<file path="src/rtl/wbuf_pkg.sv">
`timescale 1ns/1ps
package wbuf_pkg;
  // Kind of data phase currently owned by the block
  typedef enum logic [1:0] {
    PH_IDLE  = 2'd0,
    PH_WRITE = 2'd1,
    PH_READ  = 2'd2
  } phase_e;
endpackage

</file>
<file path="src/rtl/wbuf_issue_ctl.sv">
`timescale 1ns/1ps
module wbuf_issue_ctl
  import wbuf_pkg::*;
(
  input  logic   buf_en,
  input  logic   st_req,
  input  logic   ld_req,
  input  phase_e ph_kind,
  input  logic   bus_ready,
  output logic   issue,
  output logic   issue_write,
  output logic   stall
);
  logic phase_busy;
  logic bus_free;
  logic own_load;
  logic ld_done;
  logic write_waiting;

  always_comb begin
    phase_busy    = (ph_kind != PH_IDLE);
    bus_free      = !phase_busy || bus_ready;
    // a pending read can only belong to the load still on the inputs
    own_load      = ld_req && (ph_kind == PH_READ);
    ld_done       = own_load && bus_ready;
    write_waiting = (ph_kind == PH_WRITE) && !bus_ready;

    issue       = (st_req || (ld_req && !own_load)) && bus_free;
    issue_write = st_req;

    if (st_req)      stall = !bus_free;
    else if (ld_req) stall = !ld_done;
    else             stall = !buf_en && write_waiting;
  end
endmodule

</file>
<file path="src/rtl/wbuf_phase_reg.sv">
`timescale 1ns/1ps
module wbuf_phase_reg
  import wbuf_pkg::*;
#(
  parameter int DW   = 32,
  parameter int LANE = 8
)(
  input  logic                 clk,
  input  logic                 rst,
  input  logic                 buf_en,
  input  logic                 issue,
  input  logic                 issue_write,
  input  logic [DW-1:0]        st_data,
  input  logic [DW/LANE-1:0]   st_be,
  input  logic                 bus_ready,
  output phase_e               ph_kind,
  output logic [DW-1:0]        ph_wdata,
  output logic [DW/LANE-1:0]   ph_be,
  output logic                 slot_full
);
  localparam int BW = DW / LANE;

  logic [DW-1:0] masked;

  for (genvar g = 0; g < BW; g++) begin : g_lane
    assign masked[g*LANE +: LANE] = st_be[g] ? st_data[g*LANE +: LANE] : '0;
  end

  always_ff @(posedge clk) begin
    if (rst) begin
      ph_kind   <= PH_IDLE;
      ph_wdata  <= '0;
      ph_be     <= '0;
      slot_full <= 1'b0;
    end else begin
      if (issue)          ph_kind <= issue_write ? PH_WRITE : PH_READ;
      else if (bus_ready) ph_kind <= PH_IDLE;
      if (issue && issue_write) begin
        ph_wdata <= masked;
        ph_be    <= st_be;
      end
      // a store becomes parked only once the slave has waited its data phase
      slot_full <= (ph_kind == PH_WRITE) && !bus_ready && buf_en;
    end
  end
endmodule

</file>
<file path="src/rtl/wr_post_buf.sv">
`timescale 1ns/1ps
module wr_post_buf
  import wbuf_pkg::*;
#(
  parameter int AW = 32,
  parameter int DW = 32
)(
  input  logic              clk,
  input  logic              rst,
  input  logic              buf_en,
  input  logic              st_req,
  input  logic [AW-1:0]     st_addr,
  input  logic [DW-1:0]     st_data,
  input  logic [DW/8-1:0]   st_be,
  input  logic              ld_req,
  input  logic [AW-1:0]     ld_addr,
  output logic              core_stall,
  output logic [DW-1:0]     ld_rdata,
  output logic              bus_avalid,
  output logic              bus_write,
  output logic [AW-1:0]     bus_addr,
  output logic [DW-1:0]     bus_wdata,
  output logic [DW/8-1:0]   bus_wbe,
  input  logic [DW-1:0]     bus_rdata,
  input  logic              bus_ready
);
  localparam int LANE = 8;
  localparam int BW   = DW / LANE;

  phase_e          ph_kind;
  logic            slot_full;
  logic            issue;
  logic            issue_write;
  logic [DW-1:0]   ph_wdata;
  logic [BW-1:0]   ph_be;

  wbuf_issue_ctl u_ctl (
    .buf_en      (buf_en),
    .st_req      (st_req),
    .ld_req      (ld_req),
    .ph_kind     (ph_kind),
    .bus_ready   (bus_ready),
    .issue       (issue),
    .issue_write (issue_write),
    .stall       (core_stall)
  );

  wbuf_phase_reg #(.DW(DW), .LANE(LANE)) u_phase (
    .clk         (clk),
    .rst         (rst),
    .buf_en      (buf_en),
    .issue       (issue),
    .issue_write (issue_write),
    .st_data     (st_data),
    .st_be       (st_be),
    .bus_ready   (bus_ready),
    .ph_kind     (ph_kind),
    .ph_wdata    (ph_wdata),
    .ph_be       (ph_be),
    .slot_full   (slot_full)
  );

  assign bus_avalid = issue;
  assign bus_write  = issue_write;
  assign bus_addr   = st_req ? st_addr : ld_addr;
  assign bus_wdata  = ph_wdata;
  assign bus_wbe    = ph_be;
  assign ld_rdata   = bus_rdata;
endmodule

</file>
<file path="config.mk">
export PLATFORM = sky130hd
export DESIGN_NAME = wr_post_buf
export DESIGN_NICKNAME = d
export VERILOG_FILES = /design/src/rtl/wbuf_pkg.sv /design/src/rtl/wbuf_issue_ctl.sv /design/src/rtl/wbuf_phase_reg.sv /design/src/rtl/wr_post_buf.sv
export SDC_FILE = /design/constraint.sdc
export NUM_CORES = 1
export LEC_CHECK = 0
export ABC_AREA = 1
export BUFFER_PORTS_ARGS = -buffer_cell sky130_fd_sc_hd__buf_4
export CORE_MARGIN = 10
export CORE_UTILIZATION = 33
export CTS_BUF_LIST = sky130_fd_sc_hd__clkbuf_16
export CTS_CLUSTER_DIAMETER = 150
export DETAILED_ROUTE_END_ITERATION = 7
export GPL_TIMING_DRIVEN = 0
export PLACE_DENSITY = 0.87
export SLEW_MARGIN = 10
export SYNTH_ARGS = -nofsm -noshare
export SYNTH_HDL_FRONTEND = slang
export SYNTH_SLANG_ARGS = --single-unit
</file>
<file path="constraint.sdc">
create_clock -name clk -period 1.2 [get_ports clk]
set_clock_uncertainty 0.2 [all_clocks]
set_input_delay 0.06 -clock clk [delete_from_list [all_inputs] [get_ports clk]]
set_output_delay 0.06 -clock clk [all_outputs]
set_load 0.03 [all_outputs]
</file>
==> impl_metrics.py <==
metrics = {
    "grt": {
        "grt_overflow": 0,
        "grt_max_degree": 12,
        "grt_pass1_vias": 3477,
        "grt_usage_pct": 19.5,
        "grt_pass1_wl_um": 18100,
        "antenna_found_initial": 0,
    },
    "clock_network": {
        "cts_root_buf": "clkbuf_16",
        "clock_path_buffers": 2,
        "clkLatencyLatePin_ns": 0.27,
        "cts.clk_slew.worst_paths_ns": 0.05,
        "cts_tree": "done",
        "hold_buffers": 38,
        "cts-htree-levels": 2,
        "cts_made_buffers": 5,
        "clkSinkCount": 38,
    },
    "placement": {
        "hpwl_um": 9030,
        "port_buffers": 203,
        "pre_cts_ws_ns": -0.211,
        "dp_cells": 702,
        "routabilityCongestion": 0.744,
    },
    "synthesis": {
        "synth-seq-area-share_pct": 31.7,
        "yosys_warnings": 0,
        "synth_ff_type": "dfxtp_1",
        "syn_avg_cell_area_um2": 5.99,
        "ys_seq_elements": 38,
        "synth.cell_area_mm2": 0.00240,
        "yosysMostFrequentCell": "nand2_1",
        "netlist-cell-type-count": 17,
        "synth_area_leaders": "dfxtp_1, nand2_1, buf_4, nand3_1, a21oi_1",
        "synth_top_cell_by_area": "dfxtp_1",
        "async_reset_ff_share_pct": 0,
        "synth_top_area_share_pct": 31.7,
        "synth_commonest_cells": "nand2_1, dfxtp_1, buf_4, nand3_1, inv_1",
        "synth-edff-count": 0,
        "synth_nets": 538,
        "synth_cells": 400,
    },
    "timing": {
        "worst_pin_slew_ns": 0.559,
        "hold_viol": 2,
        "hold_ws_ns": -0.0704,
        "grt_setup_unrepaired": "true",
        "fmax_mhz": 689,
        "finalSetupViolCount": 38,
        "period_minus_slack_ns": 1.45,
        "period_share_pct": 121,
        "fin_ws_ns": -0.251,
        "maxSlewHeadroom_pct": 62.7,
        "finalMaxSlewViolations": 0,
    },
    "critical_path": {
        "cp-start-kind": "flip-flop",
        "rr_startpoint": "u_phase.ph_kind[1]",
        "cp-end-kind": "primary output",
        "timing.rr.end": "u_phase.ph_wdata[3]",
        "arrival_ns": 1.19,
        "regToRegSetupSlack_ns": -0.17,
        "setup.worst_path.class": "flip-flop to primary output",
        "rr_worst_depth": 5,
        "worstPathRequired_ns": 0.94,
        "critPathMaxFanout": 4,
    },
    "floorplanning": {
        "rows": 31,
        "core_area_mm2": 0.00718,
        "start_util_pct": 33.4,
        "die_height_um": 105,
        "die_w_um": 105,
        "io-pin-count": 241,
        "die_area_mm2": 0.0111,
    },
    "layout": {
        "nets": 789,
        "syn_to_final_growth_pct": 98.2,
        "fin_cells": 751,
        "drive_gt1_share_pct": 44.0,
        "antenna-diode-count": 0,
        "utilization_pct": 66.2,
    },
    "outcome": {
        "status": "complete, but fails checks",
        "violations": "negative hold slack, negative setup slack",
    },
    "routing": {
        "drt_iter0_drc": 147,
        "vias": 3395,
        "wire_per_inst_um": 15.8,
        "wl_um": 11800,
        "drtPass1Iterations": 4,
        "drc": 0,
        "via_per_inst": 4.52,
        "ant_nets": 0,
    },
    "pwr": {
        "p_total_w": 0.00448,
        "irDropWorstVdd_mv": 1.10,
        "power.density_mw_per_mm2": 944,
        "leakage_nw": 2.65,
    },
    "flow_run": {
        "cap_violations": 0,
    },
    "hold_path": {
        "hold_start": "bus_ready",
        "hold_class": "input port to flip-flop",
        "hold_depth": 4,
        "min_to": "u_phase.ph_kind[1]",
    },
}
-- report_power, final --
part / switching (W) / internal (W) / total (W)
clock network: 0.000475 / 0.000750 / 0.00123
logic: 0.00101 / 0.000864 / 0.00187
registers: 0.0000477 / 0.00134 / 0.00139
-- placed cells by master (no fill, tap or decap) --
master	n
a21oi_1	22
a21oi_2	3
a21oi_4	1
buf_2	6
buf_4	234
buf_6	19
buf_8	1
clkbuf_1	3
clkbuf_16	5
clkbuf_2	2
clkinv_1	1
clkinv_2	1
dfxtp_1	36
dfxtp_2	1
dfxtp_4	1
dlygate4sd3_1	38
inv_1	32
inv_2	2
inv_4	1
inv_8	1
nand2_1	179
nand2_2	5
nand2_4	1
nand3_1	36
nand3_2	1
nand3_4	1
nand4_1	1
nor2_1	16
o21ai_4	1
o21bai_1	1
-- worst max-delay path, stage by stage, from the launching register on --
cell and delay, ns:
dfxtp_2 0.35, o21ai_4 0.17, buf_6 0.12, inv_4 0.03, a21oi_4 0.10, buf_6 0.14
-- what timing repair did --
action,CTS,global route
gates resized for setup,19,30
buffers inserted,2,1
endpoints found under the hold margin,38,2
pin swaps,2,5
endpoints found under the setup margin,68,69
-- routing by layer --
layer,up-vias,share of wire (%),GRT usage (%)
met2,171,53,37.2
met5,-,0,0
met3,18,8.5,6.46
li1,1683,-,-
met1,1523,36,19.6
met4,0,1.9,5.49
-- final cells by class --
type / count / area (µm²)
tap: 99 / 124
clock inverter: 3 / 12.5
timing repair buffer: 244 / 1970
clock buffer: 5 / 125
fill: 624 / 2420
buffer: 59 / 449
multi-input combinational: 268 / 1160
inverter: 35 / 141
sequential: 38 / 766
-- state kept, by name, indices dropped and copies added, names as in the netlist --
register          cells
u_phase.ph_wdata     32
u_phase.ph_be         4
u_phase.ph_kind       2
-- through the flow --
stage	TNS (ns)	area (µm²)
final	-4.17	4750
after global routing	-6.84	4750
after CTS	-6.88	4650
after detailed placement	-9.38	4070
after global placement	-8.90	4070
after floorplan	-0.0486	2420
-- how the worst max path moves through the flow --
stage	cells past startpoint	endpoint	from	slack, ns
CTS	5	bus_avalid	u_phase.ph_kind[0]	-0.27
floorplan	5	u_phase.ph_wdata[10]	u_phase.ph_kind[1]	-0.004
finish	5	bus_avalid	u_phase.ph_kind[1]	-0.25
detailed placement	4	u_phase.ph_wdata[25]	u_phase.ph_kind[1]	-0.21
global placement	6	core_stall	u_phase.ph_kind[1]	-0.20
global route	7	core_stall	u_phase.ph_kind[0]	-0.30
-- cells by family after synthesis --
logic type             after synthesis  synth area share, %
AO/OA/AOI/OAI                       28                 6.11
flip-flops                          38                 31.7
buffers and inverters               94                 21.8
AND/OR/NAND/NOR                    240                 40.4
Power figures use the tool's default switching activity.
